**src/rtl/tap_pkg.sv**
```systemverilog
package tap_pkg;
  typedef enum logic [3:0] {
    ST_RESET   = 4'h0,
    ST_IDLE    = 4'h1,
    ST_SEL_DR  = 4'h2,
    ST_CAP_DR  = 4'h3,
    ST_SH_DR   = 4'h4,
    ST_EX1_DR  = 4'h5,
    ST_PAU_DR  = 4'h6,
    ST_EX2_DR  = 4'h7,
    ST_UPD_DR  = 4'h8,
    ST_SEL_IR  = 4'h9,
    ST_CAP_IR  = 4'hA,
    ST_SH_IR   = 4'hB,
    ST_EX1_IR  = 4'hC,
    ST_PAU_IR  = 4'hD,
    ST_EX2_IR  = 4'hE,
    ST_UPD_IR  = 4'hF
  } tap_state_e;

  localparam int unsigned IR_W = 2;
  typedef logic [IR_W-1:0] instr_t;

  localparam instr_t INSTR_EXTEST  = 2'b00;
  localparam instr_t INSTR_SAMPLE0 = 2'b01;
  localparam instr_t INSTR_SAMPLE1 = 2'b10;
  localparam instr_t INSTR_BYPASS  = 2'b11;
  localparam instr_t IR_CAPTURE    = 2'b01;
endpackage

```
**src/rtl/tap_fsm.sv**
```systemverilog
module tap_fsm
  import tap_pkg::*;
(
  input  logic       tck_i,
  input  logic       rst_ni,
  input  logic       tms_i,
  output tap_state_e state_o
);
  tap_state_e state_q, state_d;

  always_comb begin
    state_d = state_q;
    unique case (state_q)
      ST_RESET:  state_d = tms_i ? ST_RESET  : ST_IDLE;
      ST_IDLE:   state_d = tms_i ? ST_SEL_DR : ST_IDLE;
      ST_SEL_DR: state_d = tms_i ? ST_SEL_IR : ST_CAP_DR;
      ST_CAP_DR: state_d = tms_i ? ST_EX1_DR : ST_SH_DR;
      ST_SH_DR:  state_d = tms_i ? ST_EX1_DR : ST_SH_DR;
      ST_EX1_DR: state_d = tms_i ? ST_UPD_DR : ST_PAU_DR;
      ST_PAU_DR: state_d = tms_i ? ST_EX2_DR : ST_PAU_DR;
      ST_EX2_DR: state_d = tms_i ? ST_UPD_DR : ST_SH_DR;
      ST_UPD_DR: state_d = tms_i ? ST_SEL_DR : ST_IDLE;
      ST_SEL_IR: state_d = tms_i ? ST_RESET  : ST_CAP_IR;
      ST_CAP_IR: state_d = tms_i ? ST_EX1_IR : ST_SH_IR;
      ST_SH_IR:  state_d = tms_i ? ST_EX1_IR : ST_SH_IR;
      ST_EX1_IR: state_d = tms_i ? ST_UPD_IR : ST_PAU_IR;
      ST_PAU_IR: state_d = tms_i ? ST_EX2_IR : ST_PAU_IR;
      ST_EX2_IR: state_d = tms_i ? ST_UPD_IR : ST_SH_IR;
      ST_UPD_IR: state_d = tms_i ? ST_SEL_DR : ST_IDLE;
      default:   state_d = ST_RESET;
    endcase
  end

  always_ff @(posedge tck_i or negedge rst_ni) begin
    if (!rst_ni) state_q <= ST_RESET;
    else         state_q <= state_d;
  end

  assign state_o = state_q;
endmodule

```
**src/rtl/tap_ir.sv**
```systemverilog
module tap_ir
  import tap_pkg::*;
#(
  parameter int unsigned W          = IR_W,
  parameter logic [W-1:0] CAPT_VAL  = IR_CAPTURE,
  parameter logic [W-1:0] RESET_VAL = INSTR_BYPASS
) (
  input  logic         tck_i,
  input  logic         rst_ni,
  input  logic         tdi_i,
  input  tap_state_e   state_i,
  output logic         sr_lsb_o,
  output logic [W-1:0] ir_o
);
  logic [W-1:0] sr_q, ir_q;

  // shift stage on the rising edge
  always_ff @(posedge tck_i or negedge rst_ni) begin
    if (!rst_ni) begin
      sr_q <= CAPT_VAL;
    end else if (state_i == ST_CAP_IR) begin
      sr_q <= CAPT_VAL;
    end else if (state_i == ST_SH_IR) begin
      if (W > 1) sr_q <= {tdi_i, sr_q[W-1:1]};
      else       sr_q <= tdi_i;
    end
  end

  // update stage on the falling edge
  always_ff @(negedge tck_i or negedge rst_ni) begin
    if (!rst_ni)                     ir_q <= RESET_VAL;
    else if (state_i == ST_RESET)    ir_q <= RESET_VAL;
    else if (state_i == ST_UPD_IR)   ir_q <= sr_q;
  end

  assign sr_lsb_o = sr_q[0];
  assign ir_o     = ir_q;
endmodule

```
**src/rtl/tap_bypass.sv**
```systemverilog
module tap_bypass
  import tap_pkg::*;
(
  input  logic       tck_i,
  input  logic       rst_ni,
  input  logic       tdi_i,
  input  tap_state_e state_i,
  output logic       byp_o
);
  logic byp_q;

  always_ff @(posedge tck_i or negedge rst_ni) begin
    if (!rst_ni)                   byp_q <= 1'b0;
    else if (state_i == ST_CAP_DR) byp_q <= 1'b0;
    else if (state_i == ST_SH_DR)  byp_q <= tdi_i;
  end

  assign byp_o = byp_q;
endmodule

```
**src/rtl/tap_decode.sv**
```systemverilog
module tap_decode
  import tap_pkg::*;
(
  input  instr_t     ir_i,
  input  tap_state_e state_i,
  output logic       bsr_select_o,
  output logic       test_mode_o,
  output logic       bsr_capture_o,
  output logic       bsr_shift_o,
  output logic       bsr_update_o
);
  always_comb begin
    unique case (ir_i)
      INSTR_EXTEST:                begin bsr_select_o = 1'b1; test_mode_o = 1'b1; end
      INSTR_SAMPLE0, INSTR_SAMPLE1: begin bsr_select_o = 1'b1; test_mode_o = 1'b0; end
      default:                     begin bsr_select_o = 1'b0; test_mode_o = 1'b0; end
    endcase
  end

  assign bsr_capture_o = bsr_select_o && (state_i == ST_CAP_DR);
  assign bsr_shift_o   = bsr_select_o && (state_i == ST_SH_DR);
  assign bsr_update_o  = bsr_select_o && (state_i == ST_UPD_DR);
endmodule

```
**src/rtl/tap_ctrl_top.sv**
```systemverilog
module tap_ctrl_top
  import tap_pkg::*;
(
  input  logic            tck_i,
  input  logic            rst_ni,
  input  logic            tms_i,
  input  logic            tdi_i,
  input  logic            bsr_tdo_i,
  output logic            tdo_o,
  output logic            tdo_en_o,
  output logic [IR_W-1:0] ir_o,
  output logic            bsr_select_o,
  output logic            test_mode_o,
  output logic            bsr_capture_o,
  output logic            bsr_shift_o,
  output logic            bsr_update_o
);
  tap_state_e state;
  logic       ir_lsb, byp, bsr_sel;
  instr_t     ir_cur;
  logic       tdo_q, tdo_en_q, tdo_d;

  tap_fsm u_fsm (
    .tck_i  (tck_i),
    .rst_ni (rst_ni),
    .tms_i  (tms_i),
    .state_o(state)
  );

  tap_ir u_ir (
    .tck_i   (tck_i),
    .rst_ni  (rst_ni),
    .tdi_i   (tdi_i),
    .state_i (state),
    .sr_lsb_o(ir_lsb),
    .ir_o    (ir_cur)
  );

  tap_bypass u_byp (
    .tck_i  (tck_i),
    .rst_ni (rst_ni),
    .tdi_i  (tdi_i),
    .state_i(state),
    .byp_o  (byp)
  );

  tap_decode u_dec (
    .ir_i         (ir_cur),
    .state_i      (state),
    .bsr_select_o (bsr_sel),
    .test_mode_o  (test_mode_o),
    .bsr_capture_o(bsr_capture_o),
    .bsr_shift_o  (bsr_shift_o),
    .bsr_update_o (bsr_update_o)
  );

  always_comb begin
    unique case (state)
      ST_SH_IR: tdo_d = ir_lsb;
      ST_SH_DR: tdo_d = bsr_sel ? bsr_tdo_i : byp;
      default:  tdo_d = 1'b0;
    endcase
  end

  always_ff @(negedge tck_i or negedge rst_ni) begin
    if (!rst_ni) begin
      tdo_q    <= 1'b0;
      tdo_en_q <= 1'b0;
    end else begin
      tdo_q    <= tdo_d;
      tdo_en_q <= (state == ST_SH_IR) || (state == ST_SH_DR);
    end
  end

  assign tdo_o        = tdo_q;
  assign tdo_en_o     = tdo_en_q;
  assign ir_o         = ir_cur;
  assign bsr_select_o = bsr_sel;
endmodule

```
**config.mk**
```make
export PLATFORM = sky130hd
export DESIGN_NAME = tap_ctrl_top
export DESIGN_NICKNAME = d
export VERILOG_FILES = /design/src/rtl/tap_pkg.sv /design/src/rtl/tap_fsm.sv /design/src/rtl/tap_ir.sv /design/src/rtl/tap_bypass.sv /design/src/rtl/tap_decode.sv /design/src/rtl/tap_ctrl_top.sv
export SDC_FILE = /design/constraint.sdc
export NUM_CORES = 1
export LEC_CHECK = 0
export ABC_CLOCK_PERIOD_IN_PS = 1600
export BUFFER_PORTS_ARGS = -buffer_cell sky130_fd_sc_hd__buf_2
export CAP_MARGIN = 20
export CORE_MARGIN = 10
export CORE_UTILIZATION = 40
export DETAILED_ROUTE_END_ITERATION = 12
export GPL_ROUTABILITY_DRIVEN = 0
export GPL_TIMING_DRIVEN = 0
export REMOVE_ABC_BUFFERS = 1
export SLEW_MARGIN = 30
export SYNTH_ARGS = -nofsm -noshare
export SYNTH_HDL_FRONTEND = slang
export SYNTH_SLANG_ARGS = --single-unit
```
**constraint.sdc**
```tcl
create_clock -name tck_i -period 1.6 [get_ports tck_i]
set_clock_uncertainty 0.1 [all_clocks]
set_input_delay 0.16 -clock tck_i [delete_from_list [all_inputs] [get_ports tck_i]]
set_output_delay 0.16 -clock tck_i [all_outputs]
set_load 0.02 [all_outputs]
```
== Yosys cells after proc, flatten, opt, wreduce, memory -nomap -nowiden ==
Index checks and enable logic that the tools add are counted.
Storage, ports and cells
  register bits after elaboration: 11
  input bits: 5
  output and inout port bits: 9
  logic and storage cells: 59
Operators by class
  eq/ne operators: 17
  muxes and demuxes: 23
  reductions and logical operators: 13
Operator list (count)
  4-bit case mux with 12 select lines: 1
  4-bit equality test (second input constant): 8
  4-bit by 3-bit equality test with 1-bit output (second input constant): 4
  4-bit two-way mux: 4
  2-bit two-way mux: 7
  4-bit by 2-bit equality test with 1-bit output (second input constant): 2
  1-bit two-way mux: 8
  3-bit two-way mux: 2
  2-bit nonzero test: 3
  3-bit OR reduction: 2
  4-bit by 1-bit equality test with 1-bit output (second input constant): 1
  4-bit zero test: 1
  2-bit OR reduction: 2
  1-bit logical AND: 3
  2-bit by 1-bit equality test with 1-bit output (second input constant): 1
  2-bit equality test (second input constant): 1
  2-bit zero test: 1
  1-bit case mux with 2 select lines: 1
  1-bit logical OR: 1

== Longest topological paths before layout ==
Gate-level depths: netlist of the first run.
  word-level depth: 5
  depth in mapped cells: 5
  gate-level depth less buffers: 3

== Hierarchy ==
Synthesis of the first run repeated with hierarchy kept, for this count alone.
Second synthesis, totals
  cells, all modules: 80
  area total of the unflattened synthesis: 713.2 µm²
Modules (own cells, without submodules)
  tap_fsm: instances 1, cells each 37, area each 314.1 µm², seq. area each 100.1 µm²
  tap_ir: instances 1, cells each 21, area each 196.4 µm², seq. area each 103.8 µm²
  tap_ctrl_top: instances 1, cells each 8, area each 92.6 µm², seq. area each 50.0 µm²
  tap_bypass: instances 1, cells each 7, area each 62.6 µm², seq. area each 25.0 µm²
  tap_decode: instances 1, cells each 7, area each 47.5 µm², seq. area each 0.0 µm²

==> results of run 1 <==
-- layer usage --
layer	vias up	track usage [%]
li1	357	-
met3	4	4.47
met4	0	7.32
met5	-	0
met2	31	18.6
met1	395	13.8
-- final cells by class --
cell class,count,area [sq um]
clock buffer,4,26.3
clock inverter,2,7.51
fill,132,587
inverter,3,11.3
multi-input combinational,57,454
sequential,11,284
tap,25,31.3
timing repair buffer,37,307
-- synth_stat cells --
master	instances	area share, %
sky130_fd_sc_hd__o221ai_1	4	5.0
sky130_fd_sc_hd__a221oi_1	1	1.2
sky130_fd_sc_hd__nor2b_1	3	2.7
sky130_fd_sc_hd__o21ai_0	2	1.4
sky130_fd_sc_hd__or2_1	1	0.89
sky130_fd_sc_hd__mux2_2	1	1.6
sky130_fd_sc_hd__nor3_1	1	0.71
sky130_fd_sc_hd__or3_1	1	0.89
sky130_fd_sc_hd__nor2_1	3	1.6
sky130_fd_sc_hd__o31ai_1	1	1.1
sky130_fd_sc_hd__a211o_1	1	1.2
sky130_fd_sc_hd__buf_6	1	1.6
sky130_fd_sc_hd__nand3_1	3	2.1
sky130_fd_sc_hd__buf_2	8	5.7
sky130_fd_sc_hd__a21oi_1	6	4.3
sky130_fd_sc_hd__a311oi_1	1	1.2
sky130_fd_sc_hd__dfrtn_1	2	7.1
sky130_fd_sc_hd__nor3b_1	1	1.1
sky130_fd_sc_hd__nor4b_1	2	2.5
sky130_fd_sc_hd__dfstp_2	3	11
sky130_fd_sc_hd__o22ai_1	2	1.8
sky130_fd_sc_hd__mux2i_1	1	1.4
sky130_fd_sc_hd__nand2b_1	1	0.89
sky130_fd_sc_hd__or4b_4	1	1.9
sky130_fd_sc_hd__dfrtp_1	6	21
sky130_fd_sc_hd__and3_1	2	1.8
sky130_fd_sc_hd__inv_1	4	2.1
sky130_fd_sc_hd__o21ai_1	3	2.1
sky130_fd_sc_hd__o22ai_2	1	1.8
sky130_fd_sc_hd__nand2_1	10	5.3
sky130_fd_sc_hd__nand3b_1	1	1.1
sky130_fd_sc_hd__xnor2_1	1	1.2
sky130_fd_sc_hd__or3b_1	1	1.2
sky130_fd_sc_hd__o211ai_1	1	1.1
-- kinds of logic (layout without fill, tap and decap cells) --
kind of cell | Yosys count | count (layout) | share of synthesized area [%]
xor+xnor | 1 | 1 | 1.24
compound gates | 23 | 23 | 22.2
buf+inv | 13 | 46 | 9.40
flops | 11 | 11 | 39.5
simple gates | 31 | 31 | 24.6
mux | 2 | 2 | 3.01
-- power by group through the flow --
stage | clock (mW) | sequential [mW] | combinational, mW
floorplan | 0.0117 | 0.707 | 0.514
global placement | 0.0117 | 0.726 | 0.708
detailed placement | 0.0117 | 0.734 | 0.724
CTS | 0.216 | 0.552 | 1.30
global route | 0.253 | 0.560 | 1.98
finish | 0.227 | 0.550 | 1.83
-- sequential cells by signal, indices dropped and copies added, names as in the netlist --
register,flops
u_ir.ir_o,2
u_fsm.state_o,4
tdo_en_o,1
tdo_o,1
u_byp.byp_o,1
u_ir.sr_q,2
-- worst max-delay path, delay by kind of cell, from the launching register on --
family | cells | cell delay (ns)
buffers and inverters | 1 | 0.16
flip-flops | 1 | 0.55
AND/OR/NAND/NOR | 2 | 0.20
-- timing repair --
action | CTS | global route
hold buffers | 1 | 0
pin swaps | 3 | 5
resized for setup | 18 | 27
setup endpoints to repair | 14 | 14
hold endpoints to repair | 7 | 0
setup buffers | 13 | 12
-- stage by stage --
step           area (sq um)  worst slack [ns]
3_5_place_dp            751            -0.671
3_3_place_gp            751            -0.672
4_1_cts                 941            -0.686
6_report               1120            -0.734
2_1_floorplan           654            -0.861
5_1_grt                1120            -0.789
-- final timing paths --
kind | startpoint | endpoint | slack [ns]
setup / recovery | u_ir.ir_o[0]$_DFFE_NN1P_ | bsr_capture_o | -0.73
hold / removal | tdi_i | u_ir.sr_q[1]$_DFFE_PN0N_ | 0.05
setup reg to reg | u_fsm.state_o[0]$_DFF_PN0_ | tdo_o$_DFF_NN0_ | -0.38
hold reg to reg | u_ir.sr_q[0]$_DFFE_PN1N_ | u_ir.sr_q[0]$_DFFE_PN1N_ | 0.38
max in group asynchronous | rst_ni | u_ir.ir_o[1]$_DFFE_NN1P_ | 0.19
min in group asynchronous | rst_ni | u_ir.sr_q[1]$_DFFE_PN0N_ | 0.19
==> metrics.md, run 1 <==
| Metric | Value |
|---|---|
| Result of the run | `complete, but fails checks` |
| Violations in the final reports | `setup timing` |
| Relative contribution of sequential cells to total power | `roughly a fifth` |
| Unrepaired setup endpoints after global routing | `true` |
| Total global routing track utilization | `12.1%` |
| Leakage power | `between 0.5 and 0.6 nW` |
| Critical path startpoint category | `register` |
| Worst-Skew Late Latency | `0.36 ns` |
| Number of distinct library cells after synthesis | `34` |
| CTS buffer count | `3` |
| Total power draw | `2.61 mW` |
| Wire length on met2 | `~1100 um` |
| Drt pass-1 iters | `4` |
| Critical path type | `register to output port` |
| Number of placement rows | `15` |
| Slew Viols, Final | `0` |
| Area growth, synth to finish | `58.9%` |
| Slew at the pin with the worst max-slew slack | `0.257 ns` |
| Number of global-route vias before repair | `between 700 and 800` |
| IO Port Bufs | `13` |
| HPWL Detailed | `1090 um` |
| Element type at the critical path end | `output port` |
| CTS tree | `done` |
| Internal power summed over all cells | `1.49 mW` |
| DIE AREA | `3840 sq um` |
| Min setup slack post-route | `-0.734 ns` |
| Number of cells after detailed placement | `110` |
| Delay of the slowest cell on the worst path | `0.55 ns` |
| Initial antenna violation count | `0` |
| Clk buf depth | `2` |
| Syn. warnings | `0` |
| Part of the power in combinational logic | `70.2%` |
| Routed wire length per instance | `16.5 um` |
| Routed wl met3 | `about 150 um` |
| Max FO, Critical Path | `4` |
| Clk network pwr share | `under 10%` |
| Total negative setup slack | `-6.62 ns` |
| Final core utilization | `65.6%` |
| Sequential-to-total area share from yosys stat | `39.5%` |
| Arrival time at the worst endpoint | `2.07 ns` |
| Overall overflow remaining after global route | `0` |
| Maximum number of pins on one net before global-route repair | `18` |
| Non-filler cells, final | `between 100 and 150` |
| Via Count | `787` |
| Via density per instance | `5.66` |
| Die Width | `roughly 62 um` |
| Req. time, crit path | `1.34 ns` |
| CP Cell Sequence | `nand2_2 > nor4b_4 > buf_4` |
| Pwr per Cell Area | `2330 nW/um^2` |
| Cell with the biggest individual delay on the critical path | `sky130_fd_sc_hd__dfstp_2` |
| Starting Density | `41.3%` |
| Global-route wire length before repair | `~3400 um` |
| Total Nets Final | `120` |
| Clk root buf | `sky130_fd_sc_hd__clkbuf_4` |
| Count of antenna diodes in the layout | `0` |
| I/O pin count | `14` |
| Number of cells on the worst hold path | `3` |
| Synthesized cell area | `706 sq um` |
| DRC marker count from the first detailed-route iteration | `a little under 50` |
| Remaining max-slew budget at the tightest pin | `just over 80%` |
| Synth Register Bits | `11` |
| Share of total power consumed by net switching | `43.0%` |
| Commonest non-fill, non-tap cells in the layout | `sky130_fd_sc_hd__buf_4 (21), sky130_fd_sc_hd__nand2_1 (8), sky130_fd_sc_hd__buf_6 (7)` |
| Final setup vio count | `13` |
| Number of levels in the clock H-tree | `1` |
| Top routing layer in use | `met4` |
| Final ANT Viol Nets | `0` |
| Die Y-Extent | `62 um` |
| Area of the core | `1710 sq um` |
| Clock transition at the register clock pins on the worst setup and hold paths after CTS | `roughly 0.08 ns` |
| Hold slack final | `between 0.05 and 0.06 ns` |
| Net switching power of the design | `1.12 mW` |
| Post-Synthesis Cells | `81` |
| Metal1 wirelength | `977 um` |
| Largest vdd supply drop | `0.905 mV` |
| Number of sinks handled by clock tree synthesis | `11` |
| R2r worst-path depth | `2` |
| Path class of the lowest-slack min-delay path | `input port to register` |
| Total Routed Length | `2290 um` |
| Hold violation total from the final report | `0` |
| Layout cells sized above 1 | `54.4%` |
| Drc violations | `0` |
| MaxCap Viol Count | `0` |
| Synthesized area per cell | `8.71 sq um` |
| Most common library cell in the layout ignoring fill and taps | `sky130_fd_sc_hd__buf_4` |
Power figures use the tool's default switching activity.
==> run 2, diff against run 1 <==
--- a/config.mk
+++ b/config.mk
@@ -11,3 +11,3 @@
 export CORE_MARGIN = 10
-export CORE_UTILIZATION = 40
+export CORE_UTILIZATION = 25
 export DETAILED_ROUTE_END_ITERATION = 12
==> constraint.sdc (replaced) <==
create_clock -name tck_i -period 1.6 [get_ports tck_i]
set_clock_uncertainty 0.1 [all_clocks]
set_input_delay 0.24 -clock tck_i [delete_from_list [all_inputs] [get_ports tck_i]]
set_output_delay 0.24 -clock tck_i [all_outputs]
set_load 0.02 [all_outputs]
==> run 2 against run 1 <==
The run still ends with setup timing left. Die area rose by 39%. Sequential power is 1% lower. Critical endpoint unchanged. Final cell count stayed put. Wire length shrank 7.0%. Flip-flop and latch count did not move. Largest cell class unchanged. Core utilization down 27 points. Final area down 6.5%. Sequential share of layout area is 1.8 points higher. Clock-buffer cell count shrank 1. Critical path depth did not move.
==> metrics.md, run 2 (synthesis gave the netlist of run 1 again) <==
| Metric | Value |
|---|---|
| Max FO, Critical Path | `4 (unchanged)` |
| Violations in the final reports | `setup timing` |
| Leakage power | `0.471 nW (-7.5%)` |
| Die Width | `73.1 um (+18%)` |
| Number of levels in the clock H-tree | `1 (unchanged)` |
| Hold violation total from the final report | `0 (unchanged)` |
| Worst-Skew Late Latency | `0.33 ns (-0.03 ns)` |
| Clock transition at the register clock pins on the worst setup and hold paths after CTS | `0.08 ns (about the same)` |
| Final setup vio count | `13 (unchanged)` |
| Final ANT Viol Nets | `0 (unchanged)` |
| Final core utilization | `38.4% (-27 points)` |
| Maximum number of pins on one net before global-route repair | `18 (unchanged)` |
| HPWL Detailed | `1170 um (+7.3%)` |
| Critical path startpoint category | `register` |
| Remaining max-slew budget at the tightest pin | `82.5% (-0.16 points)` |
| MaxCap Viol Count | `0 (unchanged)` |
| Number of placement rows | `19 (+4)` |
| Part of the power in combinational logic | `62.4% (-7.8 points)` |
| Routed wire length per instance | `15.3 um (-7.0%)` |
| Total Routed Length | `2130 um (-7.0%)` |
| Min setup slack post-route | `-0.793 ns (-0.0585 ns)` |
| Clk root buf | `sky130_fd_sc_hd__clkbuf_4` |
| Layout cells sized above 1 | `45.4% (-9.0 points)` |
| Path class of the lowest-slack min-delay path | `input port to register` |
| Via density per instance | `4.99 (-12%)` |
| Net switching power of the design | `0.988 mW (-12%)` |
| Clk buf depth | `2 (unchanged)` |
| Total global routing track utilization | `8.21% (-3.8 points)` |
| DRC marker count from the first detailed-route iteration | `53 (+8.2%)` |
| Starting Density | `25.8% (-16 points)` |
| Relative contribution of sequential cells to total power | `22.1% (+1.0 points)` |
| Clk network pwr share | `15.5% (+6.8 points)` |
| Internal power summed over all cells | `1.47 mW (-1.4%)` |
| Number of flip-flops in the largest register | `4 (unchanged)` |
| Cell with the biggest individual delay on the critical path | `sky130_fd_sc_hd__dfstp_2` |
| Via Count | `694 (-12%)` |
| Share of total power consumed by net switching | `40.2% (-2.7 points)` |
| Total negative setup slack | `-7.15 ns (-0.534 ns)` |
| Result of the run | `complete, but fails checks` |
| I/O pin count | `14 (unchanged)` |
| Count of antenna diodes in the layout | `0 (unchanged)` |
| IO Port Bufs | `13 (unchanged)` |
| Req. time, crit path | `1.26 ns (-0.08 ns)` |
| Delay of the slowest cell on the worst path | `0.54 ns (about the same)` |
| Die Y-Extent | `73.1 um (+18%)` |
| Number of sinks handled by clock tree synthesis | `11 (unchanged)` |
| Slew at the pin with the worst max-slew slack | `0.262 ns (+0.00515 ns)` |
| Total Nets Final | `114 (-5.0%)` |
| Unrepaired setup endpoints after global routing | `true` |
| Global-route wire length before repair | `3460 um (+1.4%)` |
| Element type at the critical path end | `output port` |
| Drc violations | `0 (unchanged)` |
| Worst setup timing slack at the placement stage | `-0.719 ns (-0.0480 ns)` |
| Overall overflow remaining after global route | `0 (unchanged)` |
| Largest vdd supply drop | `1.26 mV (+39%)` |
| Area growth, synth to finish | `48.6%` |
| Arrival time at the worst endpoint | `2.05 ns (-0.02 ns)` |
| Area of the core | `2730 sq um (+60%)` |
| CP Cell Sequence | `nand2_2 > nor4b_1 > buf_2` |
| CTS tree | `done` |
| Number of global-route vias before repair | `716 (+0.42%)` |
| CTS buffer count | `3 (unchanged)` |
| Initial antenna violation count | `0 (unchanged)` |
| Drt pass-1 iters | `4 (unchanged)` |
| Pwr per Cell Area | `2340 nW/um^2 (+0.62%)` |
| Critical path type | `register to output port` |
| Commonest non-fill, non-tap cells in the layout | `sky130_fd_sc_hd__buf_6 (11), sky130_fd_sc_hd__buf_4 (11), sky130_fd_sc_hd__nand2_1 (9)` |
| DIE AREA | `5350 sq um (+39%)` |
| Slew Viols, Final | `0 (unchanged)` |
## run 2: changes by cell type in the layout (fill, tap and decap cells not counted), sizes merged
cell	previous run	this run
clkbuf	4	3
bufinv	0	1
buf	36	30
## run 2: metal layers
metal | GRT usage (%) | part of all wire [%] | vias up
li1 | - | - | 347
met5 | 0 | 0 | -
met3 | 2.59 | 6.0 | 2
met2 | 14.1 | 46 | 16
met4 | 3.16 | 0.66 | 0
met1 | 9.11 | 47 | 329
## run 2: cell type report
| class | count | area (sq um) |
|---|---|---|
| flip-flops and latches | 11 | 284 |
| fillers | 259 | 1690 |
| inverters | 3 | 11.3 |
| repair buffers | 31 | 256 |
| clock inverters | 3 | 37.5 |
| multi-input cells | 57 | 398 |
| clock buffers | 3 | 22.5 |
| well taps | 31 | 38.8 |
## run 2: worst paths after layout
check | endpoint | startpoint | slack [ns] | depth (start not counted)
worst min register to register | u_ir.sr_q[0]$_DFFE_PN1N_ | u_ir.sr_q[0]$_DFFE_PN1N_ | 0.38 | 2
worst max-delay path | bsr_capture_o | u_ir.ir_o[1]$_DFFE_NN1P_ | -0.79 | 3
min in group asynchronous | u_ir.sr_q[1]$_DFFE_PN0N_ | rst_ni | 0.26 | 2
max in group asynchronous | u_ir.ir_o[1]$_DFFE_NN1P_ | rst_ni | 0.12 | 2
worst min-delay path | u_ir.sr_q[1]$_DFFE_PN0N_ | tdi_i | 0.13 | 3
worst max register to register | tdo_o$_DFF_NN0_ | u_fsm.state_o[0]$_DFF_PN0_ | -0.38 | 2
## run 2: power by group through the flow
stage | registers, mW | clock network (mW) | logic (mW)
after floorplan | 0.707 | 0.0117 | 0.514
after global placement | 0.725 | 0.0117 | 0.705
after detailed placement | 0.742 | 0.0117 | 0.726
after CTS | 0.537 | 0.386 | 1.43
after global routing | 0.557 | 0.414 | 1.67
final | 0.543 | 0.380 | 1.53
## run 2: per-stage QoR
| stage | cell area [sq um] | total power, mW | instances | hold WS [ns] |
|---|---|---|---|---|
| floorplan | 654 | 1.23 | 72 | -0.156 |
| global placement | 758 | 1.44 | 116 | 0.0212 |
| detailed placement | 758 | 1.48 | 116 | 0.0301 |
| CTS | 1010 | 2.36 | 138 | 0.122 |
| global route | 1050 | 2.64 | 139 | 0.146 |
| finish | 1050 | 2.46 | 139 | 0.129 |
## run 2: worst max-delay path, delay by kind of cell, from the launching register on
family / cells / cell delay (ns)
buffers and inverters: 1 / 0.16
flip-flops: 1 / 0.54
AND/OR/NAND/NOR: 2 / 0.22
## run 2: repair_timing
action	CTS	global route
hold buffers	1	0
endpoints found under the setup margin	14	15
resized for setup	22	8
setup buffers	16	1
pin swaps	6	2
endpoints found under the hold margin	7	0
gates cloned	0	0
